<file path="src/rtl/lfs_pkg.sv">
package lfs_pkg;
    typedef enum logic [1:0] {
        ST_IDLE,
        ST_RUN,
        ST_THERM_TRIP,
        ST_CAP_TRIP
    } sup_state_t;
endpackage

</file>
<file path="src/rtl/lfs_channel.sv">
module lfs_channel #(
    parameter int TIMEOUT = 6,
    localparam int CNT_W = $clog2(TIMEOUT + 1)
) (
    input  logic clk,
    input  logic rst_n,
    input  logic clr,
    input  logic run,
    input  logic pwm_tick,
    input  logic cur_ok,
    input  logic over_v,
    input  logic condemn,
    output logic disabled,
    output logic req_short
);
    logic             good_q;
    logic [CNT_W-1:0] cnt_q;
    logic             open_sus;
    logic             short_sus;
    logic             pending;
    logic             expire;

    always_comb begin
        open_sus  = !disabled && ((good_q && !cur_ok) || (!good_q && condemn));
        short_sus = !disabled && over_v;
        pending   = open_sus || short_sus;
        expire    = run && pending && pwm_tick && (cnt_q == CNT_W'(TIMEOUT - 1));
        req_short = expire && short_sus;
    end

    always_ff @(posedge clk or negedge rst_n) begin
        if (!rst_n) begin
            good_q   <= 1'b0;
            cnt_q    <= '0;
            disabled <= 1'b0;
        end else if (clr) begin
            good_q   <= 1'b0;
            cnt_q    <= '0;
            disabled <= 1'b0;
        end else if (run) begin
            if (cur_ok && !disabled)
                good_q <= 1'b1;
            if (!pending)
                cnt_q <= '0;
            else if (pwm_tick && cnt_q < CNT_W'(TIMEOUT))
                cnt_q <= cnt_q + 1'b1;
            if (expire)
                disabled <= 1'b1;
        end
    end
endmodule

</file>
<file path="src/rtl/lfs_ctrl.sv">
module lfs_ctrl
    import lfs_pkg::*;
(
    input  logic       clk,
    input  logic       rst_n,
    input  logic       enable,
    input  logic       otp_high,
    input  logic       cap_hit,
    output sup_state_t state,
    output logic       run,
    output logic       boost_stop
);
    sup_state_t nxt;

    always_comb begin
        nxt = state;
        unique case (state)
            ST_IDLE:       if (enable) nxt = ST_RUN;
            ST_RUN: begin
                if (!enable)       nxt = ST_IDLE;
                else if (otp_high) nxt = ST_THERM_TRIP;
                else if (cap_hit)  nxt = ST_CAP_TRIP;
            end
            ST_THERM_TRIP: if (!enable) nxt = ST_IDLE;
            ST_CAP_TRIP:   if (!enable) nxt = ST_IDLE;
            default:       nxt = ST_IDLE;
        endcase
    end

    always_ff @(posedge clk or negedge rst_n) begin
        if (!rst_n) state <= ST_IDLE;
        else        state <= nxt;
    end

    always_comb begin
        run        = (state == ST_RUN);
        boost_stop = (state != ST_RUN);
    end
endmodule

</file>
<file path="src/rtl/led_fault_supervisor.sv">
module led_fault_supervisor
    import lfs_pkg::*;
#(
    parameter int NUM_CH  = 8,
    parameter int TIMEOUT = 6,
    parameter int MAX_OFF = 3,
    localparam int POP_W  = $clog2(NUM_CH + 1)
) (
    input  logic              clk,
    input  logic              rst_n,
    input  logic              enable,
    input  logic              pwm_tick,
    input  logic [NUM_CH-1:0] cur_ok,
    input  logic [NUM_CH-1:0] over_v,
    input  logic              ovp,
    input  logic              otp_low,
    input  logic              otp_high,
    output logic [NUM_CH-1:0] ch_en,
    output logic              boost_stop,
    output logic [NUM_CH-1:0] fault_vec
);
    sup_state_t        state;
    logic              run;
    logic              cap_hit;
    logic [NUM_CH-1:0] dis;
    logic [NUM_CH-1:0] sreq;
    logic [POP_W-1:0]  off_cnt;

    function automatic logic [POP_W-1:0] count_ones(input logic [NUM_CH-1:0] v);
        logic [POP_W-1:0] n;
        n = '0;
        for (int k = 0; k < NUM_CH; k++)
            n = n + POP_W'(v[k]);
        return n;
    endfunction

    genvar g;
    generate
        for (g = 0; g < NUM_CH; g++) begin : g_ch
            lfs_channel #(.TIMEOUT(TIMEOUT)) u_ch (
                .clk       (clk),
                .rst_n     (rst_n),
                .clr       (!enable),
                .run       (run),
                .pwm_tick  (pwm_tick),
                .cur_ok    (cur_ok[g]),
                .over_v    (over_v[g]),
                .condemn   (ovp || otp_low),
                .disabled  (dis[g]),
                .req_short (sreq[g])
            );
        end
    endgenerate

    always_comb begin
        off_cnt = count_ones(dis);
        cap_hit = (|sreq) && (off_cnt >= POP_W'(MAX_OFF));
    end

    lfs_ctrl u_ctrl (
        .clk        (clk),
        .rst_n      (rst_n),
        .enable     (enable),
        .otp_high   (otp_high),
        .cap_hit    (cap_hit),
        .state      (state),
        .run        (run),
        .boost_stop (boost_stop)
    );

    always_comb begin
        ch_en     = run ? ~dis : '0;
        fault_vec = dis;
    end
endmodule

</file>
<file path="config.mk">
export PLATFORM = sky130hd
export DESIGN_NAME = led_fault_supervisor
export DESIGN_NICKNAME = d
export VERILOG_FILES = /design/src/rtl/lfs_pkg.sv /design/src/rtl/lfs_channel.sv /design/src/rtl/lfs_ctrl.sv /design/src/rtl/led_fault_supervisor.sv
export SDC_FILE = /design/constraint.sdc
export NUM_CORES = 1
export LEC_CHECK = 0
export BUFFER_PORTS_ARGS = -buffer_cell sky130_fd_sc_hd__buf_2
export CAP_MARGIN = 30
export CORE_AREA = 4 4 90 100
export DETAILED_ROUTE_END_ITERATION = 12
export DIE_AREA = 0 0 94 104
export PLACE_DENSITY = 0.49
export RECOVER_POWER = 100
export SYNTH_ARGS = -nofsm -noshare
export SYNTH_HDL_FRONTEND = slang
export SYNTH_SLANG_ARGS = --single-unit
export TNS_END_PERCENT = 10
</file>
<file path="constraint.sdc">
create_clock -name clk -period 4.1 [get_ports clk]
set_input_delay 0.205 -clock clk [delete_from_list [all_inputs] [get_ports clk]]
set_output_delay 0.205 -clock clk [all_outputs]
set_load 0.02 [all_outputs]
</file>
== Yosys cells after proc, flatten, opt, wreduce, memory -nomap -nowiden ==
Index checks and enable logic that the tools add are counted.

* Flip-flop bits (word level): 42

* Add/subtract/negate cells: 15
* Magnitude comparators: 9
* Equality and inequality tests: 40
* Multiplexer cells: 87
* Bitwise gates (word level): 1
* Reductions and logical operators: 150

{| class="wikitable"
|+ Operators with widths
! operator !! number
|-
| $mux 3 || 32
|-
| $logic_and 1x1->1 || 81
|-
| $mux 1 || 48
|-
| $reduce_and 2->1 || 24
|-
| $ne 2x1->1 const B || 18
|-
| $add 3x1->3 const B || 8
|-
| $eq 3x3->1 const B || 8
|-
| $logic_not 1->1 || 24
|-
| $lt 3x3->1 const B || 8
|-
| $ne 3x3->1 const B || 8
|-
| $logic_or 1x1->1 || 17
|-
| $add 4x1->4 || 4
|-
| $mux 2 || 5
|-
| $mux 8 || 1
|-
| $not 8->8 || 1
|-
| $reduce_or 8->1 || 1
|-
| $pmux 2 s3 || 1
|-
| $add 3x1->4 || 1
|-
| $eq 2x2->1 const B || 2
|-
| $ge 4x2->1 const B || 1
|-
| $ne 2x2->1 const B || 2
|-
| $ne 4x4->1 const B || 1
|-
| $add 2x1->3 || 1
|-
| $reduce_and 3->1 || 1
|-
| 4 further kinds || 4
|}

== Depth between registers and ports, before layout ==
Gate-level depths: netlist (run 1).

* Depth in word-level cells: 15
* Mapped depth: 12
* Mapped depth without buffers: 12

== Hierarchy ==
A second synthesis (run 1) with hierarchy kept.

* Cells, all modules: 345
* Area, all modules: 3235.6 µm²

{| class="wikitable"
|+ By module, submodules not included
! module !! instances !! cells each !! area an instance (µm²)
|-
| lfs_channel || 8 || 37 || 355.3
|-
| led_fault_supervisor || 1 || 39 || 289.0
|-
| lfs_ctrl || 1 || 10 || 103.8
|}

== Worst setup path after synthesis (run 1) ==
OpenSTA, ideal clock, no wires.

* Path type: register to register
* Start: register g_ch[0].u_ch.disabled
* End: register u_ctrl.state[1]
* Arrival: 2.984 ns
* Required time: 4.017 ns
* Path slack: 1.032 ns
* Cell stages (with the launch flop): 13
* Path buffers: 0
* Clock period less this slack: 3.068 ns
* Cells stage by stage: dfrtp_1 > inv_1 > fa_1 > fa_1 > fa_1 > inv_1 > ha_1 > inv_1 > fa_1 > nor2b_1 > a31oi_1 > o211ai_1 > o22ai_1

* Cells in the longest elaborated chain, start to end: 11
* Elaborated cells on any way between the ends: 20

{| class="wikitable"
|+ RTL lines
! element !! RTL line !! text
|-
| start: declaration || lfs_channel.sv:13 || <nowiki>output logic disabled,</nowiki>
|-
| start signal: assignment || lfs_channel.sv:35 || <nowiki>disabled <= 1'b0;</nowiki>
|-
| start signal: assignment || lfs_channel.sv:39 || <nowiki>disabled <= 1'b0;</nowiki>
|-
| start signal: assignment || lfs_channel.sv:48 || <nowiki>disabled <= 1'b1;</nowiki>
|-
| $add 1x1->2 or $logic_not 1->1 (tied branches) || led_fault_supervisor.sv:33, lfs_channel.sv:24, lfs_channel.sv:25 ||
|-
| $add 2x1->3 (tied with other cells) || led_fault_supervisor.sv:33 || <nowiki>n = n + POP_W'(v[k]);</nowiki>
|-
| $add 3x1->4 or $logic_or 1x1->1 (tied branches) || led_fault_supervisor.sv:33, lfs_channel.sv:26 ||
|-
| $add 4x1->4 or $logic_and 1x1->1 (tied branches) (3 in a row) || led_fault_supervisor.sv:33, lfs_channel.sv:27 ||
|-
| $add 4x1->4 or $logic_and 1x1->1 (tied branches) || led_fault_supervisor.sv:33, lfs_channel.sv:28 ||
|-
| $ge 4x2->1 or $reduce_or 8->1 (tied branches) || led_fault_supervisor.sv:57 || <nowiki>cap_hit = (|sreq) && (off_cnt >= POP_W'(MAX_OFF));</nowiki>
|-
| $logic_and 1x1->1 (*) || led_fault_supervisor.sv:57 ||
|-
| $ne 4x4->1 (no source line) (*) || -- ||
|-
| $reduce_and 3->1 (no source line) (*) || -- ||
|-
| end signal: assignment || lfs_ctrl.sv:32 || <nowiki>else state <= nxt;</nowiki>
|-
| end: declaration || lfs_ctrl.sv:9 || <nowiki>output sup_state_t state,</nowiki>
|}

Mark *: on every way between the ends. The rest lies on a longest branch, timed or not.
A chain may end at the register's enable or synchronous reset.

== Final worst setup path (run 1) ==
Ends and elaborated chain as after synthesis.

==> results of run 1 <==
==> metal layers <==
layer  up-vias  wire [µm]
met3         7        190
met1      1104       3400
li1       1161          -
met2        33       3200
met4         0         80
met5         -          0
==> registers in the layout, summed over array words and instances (netlist names) <==
register            count
u_ctrl.state            2
g_ch.u_ch.cnt_q        24
g_ch.u_ch.good_q        8
g_ch.u_ch.disabled      8
==> cells in the final DEF, fill, tap and decap left out, drive strengths merged, types with 2 or more instances in the layout <==
master / netlist / final
nor2: 22 / 22
a21o: 4 / 4
o211ai: 4 / 4
nand2: 39 / 39
o221ai: 3 / 3
a41o: 7 / 7
o21ai: 14 / 14
nor2b: 4 / 4
a21oi: 39 / 39
a31oi: 10 / 10
o32ai: 5 / 5
nor4: 3 / 3
or4: 3 / 3
or3: 18 / 18
fa: 4 / 4
nand2b: 2 / 2
inv: 29 / 29
ha: 19 / 19
dfrtp: 42 / 42
nor3: 12 / 12
clkbuf: 9 / 28
buf: 10 / 22
==> synth_stat cells (4+ instances only) <==
cell	instances	area [µm²]
o211ai_1	4	30.0
or3_2	4	30.0
nand2_1	39	146
dfrtp_1	42	1050
a41o_1	5	50.1
nor3_1	12	60.1
o21ai_0	12	60.1
buf_4	8	60.1
nor2_1	22	82.6
or3_1	12	75.1
a31oi_1	10	62.6
ha_1	19	238
fa_1	4	80.1
inv_1	29	109
a21oi_1	37	185
nor2b_1	4	25.0
clkbuf_1	6	22.5
a21o_1	4	30.0
o32ai_1	5	43.8
==> worst max path at each step <==
stage          slack (ns)                     endpoint                              start  cells after the start
2_1_floorplan        1.03  u_ctrl.state[1]$_DFFE_PN0P_  g_ch[0].u_ch.disabled$_DFFE_PN0P_                     12
3_3_place_gp         0.92  u_ctrl.state[1]$_DFFE_PN0P_  g_ch[3].u_ch.disabled$_DFFE_PN0P_                     12
3_5_place_dp         0.90  u_ctrl.state[1]$_DFFE_PN0P_  g_ch[3].u_ch.disabled$_DFFE_PN0P_                     12
4_1_cts              0.87  u_ctrl.state[1]$_DFFE_PN0P_  g_ch[0].u_ch.disabled$_DFFE_PN0P_                     12
5_1_grt              0.63  u_ctrl.state[1]$_DFFE_PN0P_  g_ch[0].u_ch.disabled$_DFFE_PN0P_                     12
6_report             0.86  u_ctrl.state[1]$_DFFE_PN0P_  g_ch[0].u_ch.disabled$_DFFE_PN0P_                     12
==> through the flow <==
stage | std cells | worst slack [ns] | hold slack (ns) | cell area, µm²
2_1_floorplan | 312 | 1.03 | -0.0906 | 2720
3_5_place_dp | 444 | 0.904 | 0.152 | 2970
3_3_place_gp | 442 | 0.921 | 0.409 | 2940
6_report | 453 | 0.859 | 0.109 | 3020
4_1_cts | 453 | 0.871 | 0.0990 | 3070
5_1_grt | 453 | 0.630 | 0.0882 | 3020
==> layout make-up <==
class                   count  area, µm²  share of cell area
multi-input cells         222       1430               0.474
flip-flops and latches     42       1050               0.348
repair buffers             44        201              0.0667
well taps                 108        135              0.0447
inverters                  29        109              0.0360
clock buffers               7       86.3              0.0286
clock inverters             1       5.00             0.00166
==> worst register-to-register path: cells and delay by family (launching register included) <==
kind                       cells  cell delay, ns
AOI/OAI and AO/OA              3            0.40
buffers and inverters          3            0.23
DFF                            1            0.37
and+or+nand+nor                1            0.15
adders and majority gates      5            2.02
==> cells by family (layout without fill, tap and decap cells) <==
logic type,Yosys count,count (layout),synth area share
xor gates and xnor gates,1,1,0.00322
buffers and inverters,48,81,0.0856
DFF,42,42,0.387
AOI/OAI and AO/OA,90,90,0.209
and+or+nand+nor,108,108,0.198
adders and majority gates,23,23,0.117
==> power breakdown <==
group / switching (µW) / internal [µW] / leakage (µW) / total [µW]
Combinational: 121 / 67.3 / 0.000738 / 188
Clock: 147 / 136 / 0.0000482 / 284
Sequential: 30.7 / 442 / 0.000571 / 473
==> results.cfg, run 1 <==
[critical_path]
crit_required_ns = 4.32
critical-path-max-stage-delay_ns = 0.57
path_cells = inv_1 > fa_1 > fa_1 > fa_1 > inv_1 > ha_1 > inv_1 > fa_1 > nor2b_1 > a31oi_1 > o211ai_1 > o22ai_1
critPathKind = reg -> reg
critPathBufInv = 3
cp-start-kind = register
regToRegEndpoint = u_ctrl.state[1]$_DFFE_PN0P_
cp_max_fo = 4
rr_startpoint = g_ch[0].u_ch.disabled$_DFFE_PN0P_
r2r_slack_ns = 0.86
critical_path.top_delay_family = adder cells
critPathArrivalTime_ns = 3.46
critPathSlowestCell = fa_1
r2r_cells = 12
crit_path_end_kind = register
crit_top_cell = fa_1

[floorplan]
start_util = 0.344
rows = 34
die_area_um2 = 9780
die_w_um = 94
chipHeight_um = 104
core_area_um2 = 7910
pin_count = 40

[worst_hold_path]
hold_depth = 2
holdCritStartpoint = otp_high
hp-class = in -> reg
whs_endpoint = u_ctrl.state[0]$_DFFE_PN0P_

[drt]
post_drt_wl_per_cell_um = 15.2
vias_per_cell = 5.09
drt-pass1-iter-count = 4
drtIter0Drc = 76
antenna_left = 0
drcViolationCount = 0
vias = 2305
totalWireLength_um = 6870

[synth]
syn_inst = 312
synth_cell_types = 41
synth_nets = 358
yosysWarnings = 0
syn_area_per_cell_um2 = 8.71
synth-edff-count = 0
ys_seq_area_frac = 0.387
async_flop_share = 1.00
ys_ff_latch = 42
synthFlopType = dfrtp_1
synth.cell_area_um2 = 2720

[placement]
place_congestion = 0.792
port_buffers = 39
dpl.hpwl_um = 5090

[cts]
cts_tree = yes
clock-sinks = 42
cts_buffers = 5
insertion_delay_ns = 0.29
cts.clk_slew.worst_paths_ns = 0.08
clockBufferDepth = 2
postCtsSetupBuffers = 0
cts_root_buf = clkbuf_8
cts_resized = 0
cts_hold_buf = 1
h-tree-depth = 2

[power]
power.leakage_uw = 0.00136
ir_worst_vdd_mv = 0.159
power.total_uw = 944
power.density_nw_per_um2 = 313

[global_route]
met3_usage = 0.0246
grt_max_degree = 33
busiest_layer = met2
grt_pass1_wl_um = 11600
grt_antenna_before_repair = 0
grt_util_all_layers = 0.148
first_global_vias = 2252
grtUsageMet1 = 0.209
grt_overflow = 0
gr-usage-met2 = 0.229

[layout]
syn_to_final_growth_pct = 11.1
diodes = 0
finalNetCount = 390
fill_cells = 881
utilization = 0.382
drive_gt1_frac = 0.113

[timing]
slew-limit-headroom = -0.0762
worst_pin_slew_ns = 1.61
fin_setup_tns_ns = 0
min_period_ns = 3.24
period_share = 0.791
setup_viol = 0
slew_violations = 29
rsz0062_at_grt = false
finalHoldViolCount = 0
max_freq_mhz = 309
worst_clock_skew_ns = 0.00544

[flow_run]
drv_cap = 1

[status]
outcome = complete, but fails checks
violations = capacitance limit, slew limit
No activity file was read; power rests on OpenSTA's default activity.
==> run 2, diff against run 1 <==
Settings changed: ABC_AREA from default to 1, CORE_AREA 4 4 90 100 to 4 4 90 101, DIE_AREA 0 0 94 104 to 0 0 94 105, PLACE_DENSITY 0.49 to 0.5.
Clock period 4.1 ns to 3 ns, I/O delays scaled along.
==> run 2 against run 1 <==
  * The flow finishes with violations (capacitance limit, slew limit, setup timing)
  * Clock power is 56% higher
  * Clock skew rose by 0.0015 ns
  * Core utilization is 0.28 points higher
  * Register-to-register slack worse by 0.99 ns
  * Clock-buffer cell count fell by 2
  * Maximum frequency increased by 3.4%
  * Sequential cell count did not move
  * Critical path depth is 2 higher
  * Non-clock buffer count rose by 1
==> results.cfg, run 2 <==
[floorplan]
chipHeight_um = 105
die_area_um2 = 9870
core_area_um2 = 8150
die_w_um = 94
pin_count = 40
rows = 35
start_util = 0.341

[cts]
clock-sinks = 42
cts_buffers = 5
cts_tree = yes
h-tree-depth = 2
cts.clk_slew.worst_paths_ns = 0.08
insertion_delay_ns = 0.29
cts_root_buf = clkbuf_8
clockBufferDepth = 2

[status]
violations = capacitance limit, slew limit, setup timing
outcome = complete, but fails checks

[power]
power.density_nw_per_um2 = 605
pwr-share-clk = 0.234
p_sw_frac = 0.407
p_int_uw = 1120
power.leakage_uw = 0.00153
seq_power_share = 0.402
ir_worst_vdd_mv = 0.227
switchingPower_uw = 771
p_comb_frac = 0.363

[synth]
yosysMostFrequentCell = nand2_1
syn_inst = 364
synth.cell_area_um2 = 2780
synth.area.top_cells = dfrtp_1 38%, nand2_1 9.2%, ha_1 8.5%
synth_top_area_share = 0.378
async_flop_share = 1.00
yosysWarnings = 0
synth-edff-count = 0
synth.largest_area_cell = dfrtp_1
ys_seq_area_frac = 0.378
synth_cell_types = 32
ys_ff_latch = 42
synthFlopType = dfrtp_1
syn_area_per_cell_um2 = 7.64
synth_nets = 410
ys_top_cells_by_count = 68 x nand2_1, 57 x inv_1, 42 x dfrtp_1

[timing]
finalHoldViolCount = 0
fin_ws_ns = -0.134
worst_clock_skew_ns = 0.00691
rsz0062_at_grt = true
min_period_ns = 3.13
worst_pin_slew_ns = 1.54
slew-limit-headroom = -0.0295
max_freq_mhz = 319
period_share = 1.04
setup_viol = 2
fin_setup_tns_ns = -0.252
slew_violations = 33

[global_route]
grt_antenna_before_repair = 0
grt_max_degree = 33
first_global_vias = 2347
grt_overflow = 0
grt_pass1_wl_um = 11000
grt_util_all_layers = 0.141

[placement]
dpl.hpwl_um = 4970
dpl_cell_area_um2 = 3070
pre_cts_ws_ns = -0.133
place_congestion = 0.776
port_buffers = 39

[critical_path]
crit_required_ns = 3.19
critPathArrivalTime_ns = 3.32
cp-start-kind = register
cp_max_fo = 3
crit_top_cell = fa_1
critPathKind = reg -> reg
path_cells = inv_2 > fa_1 > fa_1 > fa_1 > inv_1 > ha_2 > inv_2 > fa_1 > o2111ai_1 > nand2_1 > nand2_2 > nand2_2 > nand2_1 > nand2_1
critPathSlowestCell = fa_1
crit_path_end_kind = register
critical-path-max-stage-delay_ns = 0.54

[drt]
vias_per_cell = 4.62
vias = 2369
drtIter0Drc = 111
antenna_left = 0
post_drt_wl_per_cell_um = 12.8
drt-pass1-iter-count = 4
totalWireLength_um = 6560
drcViolationCount = 0

[layout]
finalNetCount = 447
largest-register = g_ch.u_ch.cnt_q
final_common_cell = nand2_1
mostFrequentLayoutCells = 67 x nand2_1, 55 x inv_1, 42 x nor2_1, 42 x dfrtp_1, 31 x a21oi_1
stdcell_area_um2 = 3130
fill_cells = 890
diodes = 0
top_regs = g_ch.u_ch.cnt_q (24), g_ch.u_ch.disabled (8), g_ch.u_ch.good_q (8)
drive_gt1_frac = 0.117
utilization = 0.384
largest_reg_flops = 24
syn_to_final_growth_pct = 12.6

[worst_hold_path]
hp-class = in -> reg

[flow_run]
drv_cap = 1
## run 2: cell count changes in the layout (fill, tap and decap cells not counted), moves of 7 or more
cell     previous run  this run
inv_1              29        55
or3_1              12         0
nand3_1             0        27
nand2_1            39        67
o21ai_0            13        26
nor2_1             22        42
xor2_1              0         7
a31oi_1            10         2
nor3_1             12         3
## run 2: kinds of logic (layout without fill, tap and decap cells)
| group | after synthesis | in the layout | synth area share |
|---|---|---|---|
| adder cells (fa/ha/maj) | 23 | 23 | 0.114 |
| AO/OA/AOI/OAI | 66 | 66 | 0.130 |
| XOR/XNOR | 7 | 7 | 0.0220 |
| AND/OR/NAND/NOR | 147 | 147 | 0.226 |
| multiplexers | 3 | 3 | 0.0112 |
| buffers and inverters | 76 | 114 | 0.119 |
| flip-flops | 42 | 42 | 0.378 |
## run 2: path summary, 6_finish.rpt
path	slack, ns	start	cells after the start	endpoint
setup / recovery	-0.13	g_ch[3].u_ch.disabled$_DFFE_PN0P_	14	u_ctrl.state[0]$_DFFE_PN0P_
hold reg to reg	0.52	g_ch[3].u_ch.cnt_q[0]$_DFFE_PN0P_	1	g_ch[3].u_ch.cnt_q[0]$_DFFE_PN0P_
hold / removal	0.11	cur_ok[3]	3	g_ch[3].u_ch.good_q$_DFFE_PN0P_
min in group asynchronous	0.38	rst_n	2	g_ch[0].u_ch.cnt_q[0]$_DFFE_PN0P_
setup reg to reg	-0.13	g_ch[3].u_ch.disabled$_DFFE_PN0P_	14	u_ctrl.state[0]$_DFFE_PN0P_
max in group asynchronous	0.66	rst_n	3	g_ch[6].u_ch.disabled$_DFFE_PN0P_
## run 2: cell type report
class | count | area [µm²] | share of cell area
multi-input combinational | 246 | 1380 | 0.440
sequential | 42 | 1050 | 0.336
inverter | 61 | 229 | 0.0731
timing repair buffer | 45 | 226 | 0.0723
tap | 111 | 139 | 0.0443
clock buffer | 5 | 68.8 | 0.0220
clock inverter | 3 | 40.0 | 0.0128
## run 2: worst max-delay path, delay by kind of cell, from the launching register on
| family | cells | cell delay [ns] |
|---|---|---|
| adder cells (fa/ha/maj) | 5 | 2.02 |
| flip-flops | 1 | 0.36 |
| buffers and inverters | 3 | 0.14 |
| AO/OA/AOI/OAI | 1 | 0.19 |
| AND/OR/NAND/NOR | 5 | 0.32 |
## run 2: timing repair
action | CTS | global route
setup endpoints to repair | 2 | 2
endpoints found under the hold margin | 10 | 0
hold buffers | 1 | 0
resized for setup | 1 | 1
buffers inserted | 0 | 0
## run 2: power by group through the flow
stage / registers [µW] / logic, µW / clock network, µW
after global placement: 776 / 725 / 0
final: 762 / 688 / 444
after global routing: 779 / 789 / 490
after CTS: 765 / 741 / 467
after detailed placement: 776 / 737 / 0
after floorplan: 757 / 544 / 0
## run 2: through the flow
step	total power, µW	std cells	hold slack (ns)
after floorplan	1300	364	-0.146
after global routing	2060	513	0.0955
after global placement	1500	503	0.385
final	1890	513	0.107
after detailed placement	1510	504	0.0639
after CTS	1970	513	0.0951
## run 2: layer usage
layer  vias up  part of all wire  GRT usage
li1       1220                 -          -
met1      1107              0.46      0.178
met2        38              0.50      0.246
met3         4             0.035     0.0310
met4         0            0.0079     0.0248
met5         -                 0          0
